--- config.mk ---
export PLATFORM = sky130hd
export DESIGN_NAME = rtc_alarm_unit
export DESIGN_NICKNAME = d
export VERILOG_FILES = /design/src/rtl/rtc_alm_pkg.sv /design/src/rtl/alm_regfile.sv /design/src/rtl/alm_compare.sv /design/src/rtl/alm_flag.sv /design/src/rtl/rtc_alarm_unit.sv
export SDC_FILE = /design/constraint.sdc
export NUM_CORES = 1
export LEC_CHECK = 0
export BUFFER_PORTS_ARGS = -buffer_cell sky130_fd_sc_hd__buf_2
export CORE_UTILIZATION = 40
export DETAILED_ROUTE_END_ITERATION = 10
export PLACE_DENSITY = 0.66
export SYNTH_ARGS = -nofsm -noshare
export SYNTH_HDL_FRONTEND = slang
export SYNTH_HIERARCHICAL = 1
export SYNTH_SLANG_ARGS = --single-unit
--- constraint.sdc ---
create_clock -name clk -period 1.7 [get_ports clk]
set_input_delay 0.34 -clock clk [delete_from_list [all_inputs] [get_ports clk]]
set_output_delay 0.34 -clock clk [all_outputs]
set_load 0.05 [all_outputs]
--- src/rtl/rtc_alm_pkg.sv ---
package rtc_alm_pkg;
    localparam int FLD_W  = 8;
    localparam int NUM_F  = 4;
    localparam int ADDR_W = $clog2(NUM_F);

    typedef enum logic [ADDR_W-1:0] {
        F_MIN  = 2'd0,
        F_HOUR = 2'd1,
        F_DAY  = 2'd2,
        F_WDAY = 2'd3
    } fld_sel_e;

    typedef struct packed {
        logic       off;   // active-low enable: 1 = field ignored
        logic [6:0] val;
    } alm_reg_t;

    localparam alm_reg_t ALM_RST = '{off: 1'b1, val: 7'd0};

    typedef logic [NUM_F-1:0][FLD_W-1:0] time_vec_t;

    function automatic logic [FLD_W-1:0] field_mask(input int idx);
        case (idx)
            0:       return 8'h7F;
            1, 2:    return 8'h3F;
            default: return 8'h07;
        endcase
    endfunction

    function automatic logic field_eq(input logic [FLD_W-1:0] a,
                                      input logic [FLD_W-1:0] b,
                                      input logic [FLD_W-1:0] m);
        return ((a ^ b) & m) == '0;
    endfunction
endpackage

--- src/rtl/alm_regfile.sv ---
module alm_regfile
    import rtc_alm_pkg::*;
(
    input  logic                        clk,
    input  logic                        rst,
    input  logic                        wr_en,
    input  logic [ADDR_W-1:0]           wr_addr,
    input  logic [FLD_W-1:0]            wr_data,
    output alm_reg_t [NUM_F-1:0]        regs_o
);
    for (genvar i = 0; i < NUM_F; i++) begin : g_reg
        always_ff @(posedge clk) begin
            if (rst)
                regs_o[i] <= ALM_RST;
            else if (wr_en && wr_addr == ADDR_W'(i))
                regs_o[i] <= alm_reg_t'(wr_data);
        end
    end


    reg_write_chk: assert property (@(posedge clk) disable iff (rst)
        (wr_en && wr_addr == ADDR_W'(F_MIN)) |=> (regs_o[F_MIN] == $past(wr_data)));
endmodule

--- src/rtl/alm_compare.sv ---
module alm_compare
    import rtc_alm_pkg::*;
(
    input  logic                 clk,
    input  logic                 rst,
    input  alm_reg_t [NUM_F-1:0] regs_i,
    input  time_vec_t            now_i,
    output logic                 hit_o
);
    logic [NUM_F-1:0] fld_ok;
    logic [NUM_F-1:0] fld_off;

    for (genvar i = 0; i < NUM_F; i++) begin : g_cmp
        assign fld_off[i] = regs_i[i].off;
        assign fld_ok[i]  = regs_i[i].off |
                            field_eq({1'b0, regs_i[i].val}, now_i[i], field_mask(i));
    end

    assign hit_o = (~&fld_off) & (&fld_ok);


    all_off_chk: assert property (@(posedge clk) disable iff (rst)
        (&fld_off) |-> !hit_o);
endmodule

--- src/rtl/alm_flag.sv ---
module alm_flag (
    input  logic clk,
    input  logic rst,
    input  logic tick_i,
    input  logic hit_i,
    input  logic clr_i,
    input  logic irq_en_i,
    output logic flag_o,
    output logic irq_n_o
);
    logic prev_hit;
    logic set_req;

    assign set_req = tick_i & hit_i & ~prev_hit;

    always_ff @(posedge clk) begin
        if (rst) begin
            prev_hit <= 1'b0;
            flag_o   <= 1'b0;
        end else begin
            if (tick_i)
                prev_hit <= hit_i;
            if (set_req)
                flag_o <= 1'b1;
            else if (clr_i)
                flag_o <= 1'b0;
        end
    end

    assign irq_n_o = ~(flag_o & irq_en_i);


    flag_hold_chk: assert property (@(posedge clk) disable iff (rst)
        (flag_o && !clr_i) |=> flag_o);

    set_wins_chk: assert property (@(posedge clk) disable iff (rst)
        (tick_i && hit_i && !prev_hit) |=> flag_o);

    no_tick_chk: assert property (@(posedge clk) disable iff (rst)
        (!flag_o && !tick_i) |=> !flag_o);

    clear_chk: assert property (@(posedge clk) disable iff (rst)
        (clr_i && !tick_i) |=> !flag_o);
endmodule

--- src/rtl/rtc_alarm_unit.sv ---
module rtc_alarm_unit
    import rtc_alm_pkg::*;
(
    input  logic       clk,
    input  logic       rst,
    input  logic       time_tick,
    input  logic [7:0] cur_min,
    input  logic [7:0] cur_hour,
    input  logic [7:0] cur_day,
    input  logic [7:0] cur_wday,
    input  logic       wr_en,
    input  logic [1:0] wr_addr,
    input  logic [7:0] wr_data,
    input  logic       flag_clr,
    input  logic       irq_en,
    output logic       alarm_flag,
    output logic       irq_n
);
    alm_reg_t [NUM_F-1:0] regs;
    time_vec_t            now;
    logic                 hit;

    assign now[F_MIN]  = cur_min;
    assign now[F_HOUR] = cur_hour;
    assign now[F_DAY]  = cur_day;
    assign now[F_WDAY] = cur_wday;

    alm_regfile u_regs (
        .clk    (clk),
        .rst    (rst),
        .wr_en  (wr_en),
        .wr_addr(wr_addr),
        .wr_data(wr_data),
        .regs_o (regs)
    );

    alm_compare u_cmp (
        .clk   (clk),
        .rst   (rst),
        .regs_i(regs),
        .now_i (now),
        .hit_o (hit)
    );

    alm_flag u_flag (
        .clk     (clk),
        .rst     (rst),
        .tick_i  (time_tick),
        .hit_i   (hit),
        .clr_i   (flag_clr),
        .irq_en_i(irq_en),
        .flag_o  (alarm_flag),
        .irq_n_o (irq_n)
    );


    irq_path_chk: assert property (@(posedge clk) disable iff (rst)
        (!alarm_flag) |-> irq_n);
endmodule

==> flow_summary.yaml <==
synth:
  postSynthCellCount: 139
  synth.cell_area_sq_um: 1410
  syn_avg_cell_area_sq_um: 10.1
  synth_nets: 187
  yosys_warnings: 6
die:
  initial_core_util: 0.419
  core-area_sq_um: 3360
  dieArea_sq_um: 3760
  rows: 21
  num_io_pins: 50
  die_h_microns: 61.3
  dieWidth_microns: 61.3
global_route:
  overflow: 0
  grt_pass1_vias: 1002
  grt_antenna_before_repair: 0
  use_met3: 0.0231
  grt_pass1_wl_microns: 4600
  gr-usage-met2: 0.283
  grt.met1_usage: 0.222
  grt-busiest-layer: "met2"
  grt_usage: 0.170
  grt_max_degree: 37
route:
  dr.pass1.iters: 4
  wl_microns: 2860
  drtAntennaViolNets: 0
  drcViolationCount: 0
  vias: 1070
  viasPerCell: 4.84
  routedWlPerCell_microns: 12.9
  drt_iter0_markers: 14
hold_path:
  whs_endpoint: "u_regs/regs_o[6]$_SDFFE_PP0P_"
  min_from: "wr_data[6]"
  hold_path_class: "in -> reg"
  holdPathStages: 3
sta:
  hold_violations: 0
  tightest_slew_ns: 0.504
  drv_slew: 0
  finalSetupTns_ns: 0
  rsz0062_at_grt: "true"
  holdWs_ns: 0.250
  fmax_ghz: 0.617
  period_share: 0.954
  fin_crit_ns: 1.62
  setup_viol_count_final: 0
  slew_headroom: 0.664
  skew_ns: 0.00428
worst_setup_path:
  cp.buffers_inverters: 0
  path_class: "reg -> reg"
  slowest_delay_ns: 0.36
  path_cells: "xor2_2 > nor4_2 > a41oi_2 > nor4_4 > nand3b_1 > a21oi_2"
  rrSetupSlack_ns: 0.08
  crit_family: "simple AND/OR/NAND/NOR gates"
  rr_endpoint: "u_flag/flag_o$_SDFFE_PP0P_"
  slowest_stage: "dfxtp_2"
  cp-end-kind: "register"
  crit_arrival_ns: 1.89
  required_ns: 1.97
  r2r_cells: 6
  path_max_fanout: 2
  crit_path_start_kind: "register"
  crit-reg2reg-launch: "u_regs/regs_o[2]$_SDFFE_PP0P_"
placement:
  gp_congestion: 0.693
  dp_hpwl_microns: 2150
  port_buffers: 39
final_layout:
  drive_gt1_frac: 0.291
  layout_common_cells: "39 x buf_2, 30 x nand2b_1, 27 x mux2i_1, 27 x dfxtp_1, 14 x xor2_1"
  area_growth_pct: 20.8
  nNetsFinal: 224
  n_antenna_cell: 0
  layout_commonest_cell: "buf_2"
  fin_util: 0.506
clock_network:
  htree_num_levels: 1
  clock_latency_ns: 0.33
  post_cts_buffers: 0
  cts_tree: "built"
  cts.hold.buffers_added: 0
  clk_root_buffer_cell: "clkbuf_4"
  cts_sinks: 28
  clock_path_buffers: 2
  cts_buffers: 3
  clk_pin_slew_ns: 0.15
power_and_ir_drop:
  p_leak_uw: 0.000796
  ir_worst_vdd_uv: 372
  powerDensity_nw_per_um2: 721
  power_uw: 1230
run:
  maxCapViolCount: 0
run_status:
  outcome: "completed"
[timing repair]
item | 4_1_cts | 5_1_grt
hold endpoints to repair | 0 | 0
setup endpoints to repair | 0 | 2
gates resized for setup | 0 | 7
[worst max path at each step]
stage                                   startpoint                          to  slack [ns]  depth (start not counted)
floorplan                              cur_hour[3]  u_flag/flag_o$_SDFFE_PP0P_        0.29                          6
global placement                        cur_day[3]  u_flag/flag_o$_SDFFE_PP0P_        0.02                          7
detailed placement                      cur_day[3]  u_flag/flag_o$_SDFFE_PP0P_       -0.08                          7
CTS                 u_regs/regs_o[19]$_SDFFE_PP0P_  u_flag/flag_o$_SDFFE_PP0P_        0.04                          6
global route         u_regs/regs_o[2]$_SDFFE_PP0P_  u_flag/flag_o$_SDFFE_PP0P_       -0.04                          6
finish               u_regs/regs_o[2]$_SDFFE_PP0P_  u_flag/flag_o$_SDFFE_PP0P_        0.08                          6
[stage by stage]
step | instances | setup WS (ns) | instance area [sq um]
3_3_place_gp | 217 | 0.0166 | 1620
4_1_cts | 221 | 0.0405 | 1660
5_1_grt | 221 | -0.0414 | 1700
6_report | 221 | 0.0790 | 1700
3_5_place_dp | 217 | -0.0774 | 1620
2_1_floorplan | 139 | 0.286 | 1410
[flip-flops by register name (all words and copies together), names as in the netlist]
signal / count
u_flag/prev_hit: 1
u_flag/flag_o: 1
u_regs/regs_o: 26
[cell type report]
type / instances / area, sq um
multi-input combinational: 104 / 851
timing repair buffer: 39 / 195
sequential: 28 / 562
clock buffer: 4 / 36.3
tap: 46 / 57.6
fill: 332 / 1660
[per-layer routing]
metal	share of wire	wire length [microns]
met5	0	0
met4	0.0070	20
met3	0.030	85
met2	0.50	1430
met1	0.46	1330
[power breakdown]
part,internal (uW),switching [uW],total [uW]
clock,131,198,329
sequential,681,16.5,698
combinational,102,98.1,200
[worst min-delay path, delay by kind of cell]
kind,cells,cell delay (ns)
mux,1,0.06
simple gates,1,0.05
buf+inv,1,0.09
(Power assumes the default switching activity.)
